## src/rtl/twin_timer_pkg.sv

```systemverilog
package twin_timer_pkg;
  localparam int NCH   = 2;
  localparam int PRE_W = 3;
  localparam int BUS_W = 32;

  localparam int OFF_CTRL = 'h00;
  localparam int OFF_STAT = 'h04;

  // control fields per channel
  function automatic int run_bit(int k);    return 2 * k;          endfunction
  function automatic int rl_bit(int k);     return 2 * k + 1;      endfunction
  function automatic int ref_bit(int k);    return 11 + k;         endfunction
  function automatic int div_lsb(int k);    return 19 + PRE_W * k; endfunction
  function automatic int stat_bit(int k);   return 8 * k;          endfunction
  function automatic int off_reload(int k); return 'h10 + 8 * k;   endfunction
  function automatic int off_value(int k);  return 'h14 + 8 * k;   endfunction

  localparam logic [BUS_W-1:0] CTRL_MASK = 32'h01F8_180F;

  typedef struct packed {
    logic             run;
    logic             auto_rl;
    logic             use_ref;
    logic [PRE_W-1:0] div;
  } chan_cfg_t;
endpackage

```

## src/rtl/twin_timer_prescale.sv

```systemverilog
module twin_timer_prescale
  import twin_timer_pkg::*;
(
  input  logic             clk,
  input  logic             rst_n,
  input  logic             run,
  input  logic [PRE_W-1:0] div,
  output logic             tick
);
  localparam int CW = (1 << PRE_W) - 1;

  logic [CW-1:0] cnt_q, cnt_d, mask;

  always_comb begin
    mask  = ~({CW{1'b1}} << div);
    tick  = run & (&(cnt_q | ~mask));
    cnt_d = run ? cnt_q + CW'(1) : '0;
  end

  always_ff @(posedge clk or negedge rst_n) begin
    if (!rst_n) cnt_q <= '0;
    else        cnt_q <= cnt_d;
  end


  pre_restart_chk: assert property (@(posedge clk) disable iff (!rst_n)
    !run |=> cnt_q == '0);
endmodule

```

## src/rtl/twin_timer_chan.sv

```systemverilog
module twin_timer_chan
  import twin_timer_pkg::*;
#(
  parameter int CNT_W = 32
) (
  input  logic             clk,
  input  logic             rst_n,
  input  chan_cfg_t        cfg,
  input  logic             ref_tick,
  input  logic             wr_reload,
  input  logic             wr_value,
  input  logic [CNT_W-1:0] wdata,
  output logic [CNT_W-1:0] reload_q,
  output logic [CNT_W-1:0] value_q,
  output logic             expire,
  output logic             stop
);
  logic             pre_tick, tick, at_zero;
  logic [CNT_W-1:0] reload_d, value_d;

  twin_timer_prescale u_pre (
    .clk  (clk),
    .rst_n(rst_n),
    .run  (cfg.run),
    .div  (cfg.div),
    .tick (pre_tick)
  );

  always_comb begin
    tick     = cfg.run & (cfg.use_ref ? ref_tick : pre_tick);
    at_zero  = (value_q == '0);
    expire   = tick & at_zero & ~wr_value;
    stop     = expire & ~cfg.auto_rl;
    reload_d = wr_reload ? wdata : reload_q;
    value_d  = value_q;
    if (wr_value)
      value_d = wdata;
    else if (tick) begin
      if (!at_zero)        value_d = value_q - CNT_W'(1);
      else if (cfg.auto_rl) value_d = reload_q;
      else                  value_d = '0;
    end
  end

  always_ff @(posedge clk or negedge rst_n) begin
    if (!rst_n) begin
      reload_q <= '0;
      value_q  <= '0;
    end else begin
      reload_q <= reload_d;
      value_q  <= value_d;
    end
  end


  value_wr_chk: assert property (@(posedge clk) disable iff (!rst_n)
    wr_value |=> value_q == $past(wdata));

  reload_chk: assert property (@(posedge clk) disable iff (!rst_n)
    (expire && cfg.auto_rl && !wr_reload) |=> value_q == $past(reload_q));

  oneshot_hold_chk: assert property (@(posedge clk) disable iff (!rst_n)
    (expire && !cfg.auto_rl) |=> value_q == '0);
endmodule

```

## src/rtl/twin_timer_status.sv

```systemverilog
module twin_timer_status #(
  parameter int N = 2
) (
  input  logic         clk,
  input  logic         rst_n,
  input  logic [N-1:0] set,
  input  logic         wr,
  input  logic [N-1:0] keep,
  output logic [N-1:0] flags
);
  logic [N-1:0] flag_q, flag_d;

  always_comb begin
    for (int k = 0; k < N; k++)
      flag_d[k] = set[k] | (flag_q[k] & ~(wr & ~keep[k]));
  end

  always_ff @(posedge clk or negedge rst_n) begin
    if (!rst_n) flag_q <= '0;
    else        flag_q <= flag_d;
  end

  assign flags = flag_q;

  for (genvar k = 0; k < N; k++) begin : g_chk

    flag_set_chk: assert property (@(posedge clk) disable iff (!rst_n)
      set[k] |=> flag_q[k]);

    flag_clr_chk: assert property (@(posedge clk) disable iff (!rst_n)
      (wr && !keep[k] && !set[k]) |=> !flag_q[k]);
  end
endmodule

```

## src/rtl/twin_down_timer.sv

```systemverilog
module twin_down_timer
  import twin_timer_pkg::*;
#(
  parameter int CNT_W  = 32,
  parameter int ADDR_W = 6
) (
  input  logic              clk,
  input  logic              rst_n,
  input  logic              bus_en,
  input  logic              bus_wr,
  input  logic [ADDR_W-1:0] bus_addr,
  input  logic [31:0]       bus_wdata,
  output logic [31:0]       bus_rdata,
  input  logic              ref_tick,
  output logic [NCH-1:0]    irq
);
  logic [1:0]        rst_pipe;
  logic              srst_n;
  logic              wr, wr_ctrl, wr_stat;
  logic [31:0]       ctrl_q, ctrl_d;
  logic [NCH-1:0]    expire, stop, keep, flags, wr_rld, wr_val;
  logic [CNT_W-1:0]  rld_v [NCH];
  logic [CNT_W-1:0]  val_v [NCH];
  chan_cfg_t         cfg [NCH];

  // reset asserted asynchronously, released on the clock
  always_ff @(posedge clk or negedge rst_n) begin
    if (!rst_n) rst_pipe <= '0;
    else        rst_pipe <= {rst_pipe[0], 1'b1};
  end
  assign srst_n = rst_pipe[1];

  assign wr      = bus_en & bus_wr;
  assign wr_ctrl = wr & (bus_addr == ADDR_W'(OFF_CTRL));
  assign wr_stat = wr & (bus_addr == ADDR_W'(OFF_STAT));

  always_comb begin
    ctrl_d = ctrl_q;
    if (wr_ctrl)
      ctrl_d = bus_wdata & CTRL_MASK;
    else
      for (int k = 0; k < NCH; k++)
        if (stop[k]) ctrl_d[run_bit(k)] = 1'b0;
  end

  always_ff @(posedge clk or negedge srst_n) begin
    if (!srst_n) ctrl_q <= '0;
    else         ctrl_q <= ctrl_d;
  end

  for (genvar k = 0; k < NCH; k++) begin : g_ch
    assign cfg[k].run     = ctrl_q[run_bit(k)];
    assign cfg[k].auto_rl = ctrl_q[rl_bit(k)];
    assign cfg[k].use_ref = ctrl_q[ref_bit(k)];
    assign cfg[k].div     = ctrl_q[div_lsb(k) +: PRE_W];
    assign wr_rld[k]      = wr & (bus_addr == ADDR_W'(off_reload(k)));
    assign wr_val[k]      = wr & (bus_addr == ADDR_W'(off_value(k)));
    assign keep[k]        = bus_wdata[stat_bit(k)];

    twin_timer_chan #(.CNT_W(CNT_W)) u_chan (
      .clk      (clk),
      .rst_n    (srst_n),
      .cfg      (cfg[k]),
      .ref_tick (ref_tick),
      .wr_reload(wr_rld[k]),
      .wr_value (wr_val[k]),
      .wdata    (bus_wdata[CNT_W-1:0]),
      .reload_q (rld_v[k]),
      .value_q  (val_v[k]),
      .expire   (expire[k]),
      .stop     (stop[k])
    );


    run_drop_chk: assert property (@(posedge clk) disable iff (!srst_n)
      (stop[k] && !wr_ctrl) |=> !ctrl_q[run_bit(k)]);
  end

  twin_timer_status #(.N(NCH)) u_stat (
    .clk  (clk),
    .rst_n(srst_n),
    .set  (expire),
    .wr   (wr_stat),
    .keep (keep),
    .flags(flags)
  );

  assign irq = flags;

  always_comb begin
    bus_rdata = '0;
    if (bus_addr == ADDR_W'(OFF_CTRL)) bus_rdata = ctrl_q;
    if (bus_addr == ADDR_W'(OFF_STAT))
      for (int k = 0; k < NCH; k++) bus_rdata[stat_bit(k)] = flags[k];
    for (int k = 0; k < NCH; k++) begin
      if (bus_addr == ADDR_W'(off_reload(k))) bus_rdata = 32'(rld_v[k]);
      if (bus_addr == ADDR_W'(off_value(k)))  bus_rdata = 32'(val_v[k]);
    end
  end


  irq_follow_chk: assert property (@(posedge clk) disable iff (!srst_n)
    $rose(irq[0]) |-> $past(expire[0]));
endmodule

```

## config.mk

```make
export PLATFORM = sky130hd
export DESIGN_NAME = twin_down_timer
export DESIGN_NICKNAME = d
export VERILOG_FILES = /design/src/rtl/twin_timer_pkg.sv /design/src/rtl/twin_timer_prescale.sv /design/src/rtl/twin_timer_chan.sv /design/src/rtl/twin_timer_status.sv /design/src/rtl/twin_down_timer.sv
export SDC_FILE = /design/constraint.sdc
export NUM_CORES = 1
export LEC_CHECK = 0
export BUFFER_PORTS_ARGS = -buffer_cell sky130_fd_sc_hd__buf_4
export CAP_MARGIN = 20
export CORE_MARGIN = 1.5
export CORE_UTILIZATION = 60
export CTS_CLUSTER_SIZE = 25
export DETAILED_ROUTE_END_ITERATION = 12
export GPL_ROUTABILITY_DRIVEN = 0
export PLACE_DENSITY = 0.85
export RECOVER_POWER = 25
export SLEW_MARGIN = 20
export SYNTH_ARGS = -nofsm -noshare
export SYNTH_HDL_FRONTEND = slang
export SYNTH_SLANG_ARGS = --single-unit
export TNS_END_PERCENT = 1
```

## constraint.sdc

```tcl
create_clock -name clk -period 12.4 [get_ports clk]
set_input_delay 0.62 -clock clk [delete_from_list [all_inputs] [get_ports clk]]
set_output_delay 0.62 -clock clk [all_outputs]
set_load 0.02 [all_outputs]
```

==> results.txt <==
Status - complete, but fails checks
Failing checks - max-capacitance violations, max-slew violations
Simple-Gate Fraction of Synth Area - 20.43%
Final Cycle Share - 28.21%
Root buf cell - clkbuf_16
Post-synthesis sequential area ratio - 39.72%
Antenna viol nets, final - 0
CP Capture Type - primary output
Pre-antenna DRT Iters - 6
Multi-input combinational cell area - 5624 um^2
Share of cells above drive strength 1 - 21.27%
Vias in the first global route - 8920
Peak supply drop - 0.0001217 V
Final Setup Violations - 0
Worst Reg2Reg Path Length in Cells - 7
Total GRT Usage - 37.23%
FP Rows - 46
Synth Area in Adders - 0.7542%
CP Max Fanout - 9
CP required - 11.78 ns
Reg-to-reg endpoint - g_ch[1].u_chan.value_q[7]
Die ar. - 17370 um^2
Die Wd - 131.8 um
CP Class - in -> out
Max Clock Skew - 0.009082 ns
Synth Area in Compound Gates - 18.59%
Slew HR - -99.61%
Mux cell area share after synthesis - 14.09%
Final hold viol count - 0
FF/Latch Area - 3954 um^2
Fillers - 1201
Static leakage - 4.619 nW
Vias - 9558
R2R setup slack - 8.99 ns
DP HPWL - 22180 um
Critical-path cell list - buf_4 > or3_1 > or3_1 > nor2_1 > nand2_1 > a31oi_1 > buf_4
# nets final - 1155
Period minus WS final - 3.498 ns
R2r startpoint - g_ch[1].u_chan.value_q[4]
PortBufs - 76
Hold Path Cell Cnt - 0
Hold Path Class - reg -> reg
CTS Buffer Depth - 2
Drt wl/cell - 24.05 um
DRC Markers - 0
Starting Density - 61.98%
TritonCTS clock tree - done
Cell Pwr Density - 140.6 nW/um^2
Synth Register Bits - 158
Post-Syn Instances - 1075
Core area - 16060 um^2
Clk pin slew, worst setup/hold paths - 0.06 ns
Crit-path slowest cell - nor2_1
Hold Crit Start - rst_pipe[0]
1st-iter DRT viols - 1703
Largest family of logic cells by synthesized area - simple AND/OR/NAND/NOR gates
Netlist Area Pre-Place - 9953 um^2
Syn Area/Cell - 9.259 um^2
H-Tree Depth - 4
Overall Power - 1.570 mW
Area Overhead vs Synth - 12.22%
Placed Instance Area - 10610 um^2
Antenna diode count - 0
Postcts setup bufs - 0
First-pass GRT wire length - 50090 um
Initial antenna violation count - 0
Max cap viols - 1
Share of flip-flops with an asynchronous set or reset - 100.0%
Post-synth EDFFs - 0
Number of synthesis warnings - 0
Post-CTS sizing - 0
Final instance area - 11170 um^2
CTS Buf Count - 17
Routed vias/inst - 7.160
Startpoint types - input pin
Count of cell types in the netlist - 69
RSZ-0062 raised after global routing - no
Max Slew Vio Count - 74
Post-Layout Cell Count - 1335
Worst path max stage delay - 0.78 ns
Hold slack - 0.3509 ns
Syn_nets - 1124
Largest net degree at the start of global routing - 85
Dpl cells - 1302
WP data arrival - 2.88 ns
F_max - 0.2859 GHz
Synth Flop Type - dfrtp_1
WL final - 32110 um
Final TNS setup - 0 ns
Clock sink count - 158
Clk_lat worst skew - 0.44 ns
Worst-margin pin slew - 2.994 ns
Hold Path End - rst_pipe[1]
XOR/XNOR share of the synthesized area - 2.464%
Ports - 77
Chip Height - 131.8 um
Remaining Overflow, GRT - 0
## cells in the mapped netlist (3+ instances only)
library cell	number	share of area [%]
a211o_1	5	0.44
o221ai_1	5	0.44
a2bb2oi_1	6	0.53
inv_1	17	0.64
o31ai_1	12	0.91
ha_1	6	0.75
buf_1	9	0.34
nand2b_1	7	0.44
o21ai_1	4	0.20
a22oi_1	22	1.7
mux4_2	19	4.3
a311oi_1	15	1.3
nand4_1	7	0.44
mux2_2	75	8.5
and4_1	4	0.35
clkbuf_1	61	2.3
buf_2	11	0.55
nand4b_1	3	0.26
a31oi_1	29	1.8
nor4_2	4	0.50
nor3_1	28	1.4
a211oi_1	5	0.38
nor2_1	83	3.1
o21ai_0	84	4.2
o2bb2ai_1	6	0.53
and2_1	35	2.2
nand3_1	29	1.5
mux2i_1	13	1.3
dfrtp_1	158	40
xnor2_1	19	1.7
o21a_1	6	0.45
xor2_1	9	0.79
o211ai_1	4	0.30
or3_1	15	0.94
and3_1	16	1.0
a21oi_1	62	3.1
a32o_1	3	0.30
nand2_1	89	3.4
nor2b_1	10	0.63
or4_1	15	1.1
a22o_1	4	0.35
nor4_1	21	1.3
or2_2	8	0.50
## metal layers
metal / track usage, % / up-vias / routed length, um
li1: - / 4069 / -
met1: 50.70 / 4571 / 12080
met2: 53.74 / 779 / 13820
met3: 13.23 / 139 / 4840
met4: 16.67 / 0 / 1368
met5: 0 / - / 0
## where the power goes
group	internal, mW	switching [mW]	leakage, nW	total, mW
Sequential	0.592	0.143	2.05	0.735
Clock	0.276	0.212	0.257	0.488
Combinational	0.159	0.187	2.31	0.347
Total	1.03	0.542	4.62	1.57
## state kept, by name, indices dropped and copies added, names as in the netlist
signal                   count
g_ch.u_chan.reload_q        64
g_ch.u_chan.value_q         64
g_ch.u_chan.u_pre.cnt_q     14
ctrl_q                      12
rst_pipe                     2
u_stat.flags                 2
## area by class of cell
class / count / share of cell area (%)
multi-input combinational: 818 / 50.35
clock inverter: 9 / 0.5489
clock buffer: 23 / 4.369
sequential: 158 / 35.40
tap: 216 / 2.420
timing repair buffer: 94 / 6.340
inverter: 17 / 0.5713
## stage by stage
stage               setup WS, ns  utilization (%)
detailed placement         9.008            66.10
global route               8.666            69.56
floorplan                  7.672                -
finish                     8.902            69.56
global placement           9.066            66.10
CTS                        9.014            69.58
## critical path: cells and delay by family
family                 cells  cell delay, ns
AOI/OAI and AO/OA          1            0.27
buffers and inverters      2            0.32
and+or+nand+nor            4            1.66
## how the worst max path moves through the flow
stage                      startpoint                          end
final                     bus_addr[1]                bus_rdata[11]
after global routing      rst_pipe[1]  g_ch[0].u_chan.reload_q[26]
after CTS                 bus_addr[1]                bus_rdata[11]
after detailed placement  bus_addr[1]                bus_rdata[11]
after global placement    bus_addr[1]                bus_rdata[11]
after floorplan           rst_pipe[1]                    ctrl_q[0]
## cells in the final DEF, fill, tap and decap left out, drive strengths merged, types with 7 or more instances in the layout
cell type	instances
or4	15
nor2	83
xnor2	19
dfrtp	158
o31ai	12
a21oi	62
inv	17
nor3	30
mux2	75
clkbuf	24
or3	15
or2	9
and3	16
buf	92
xor2	9
o21ai	88
mux2i	13
a22oi	22
nor2b	10
nand3	29
nand2	89
nand2b	7
mux4	19
and2	35
nand4	7
a311oi	15
nor4	26
a31oi	29
## logic make-up after synthesis
group	after synthesis
other	1
adder cells (fa/ha/maj)	6
buffers and inverters	99
multiplexers	107
AO/OA/AOI/OAI	290
XOR/XNOR	28
flip-flops	158
AND/OR/NAND/NOR	386
## repair_timing
| action | CTS | global route |
|---|---|---|
| endpoints found under the hold margin | 2 | 0 |
| setup endpoints to repair | 0 | 0 |
| hold buffers | 1 | 0 |
Note: power is estimated with default switching activity, not from simulation.
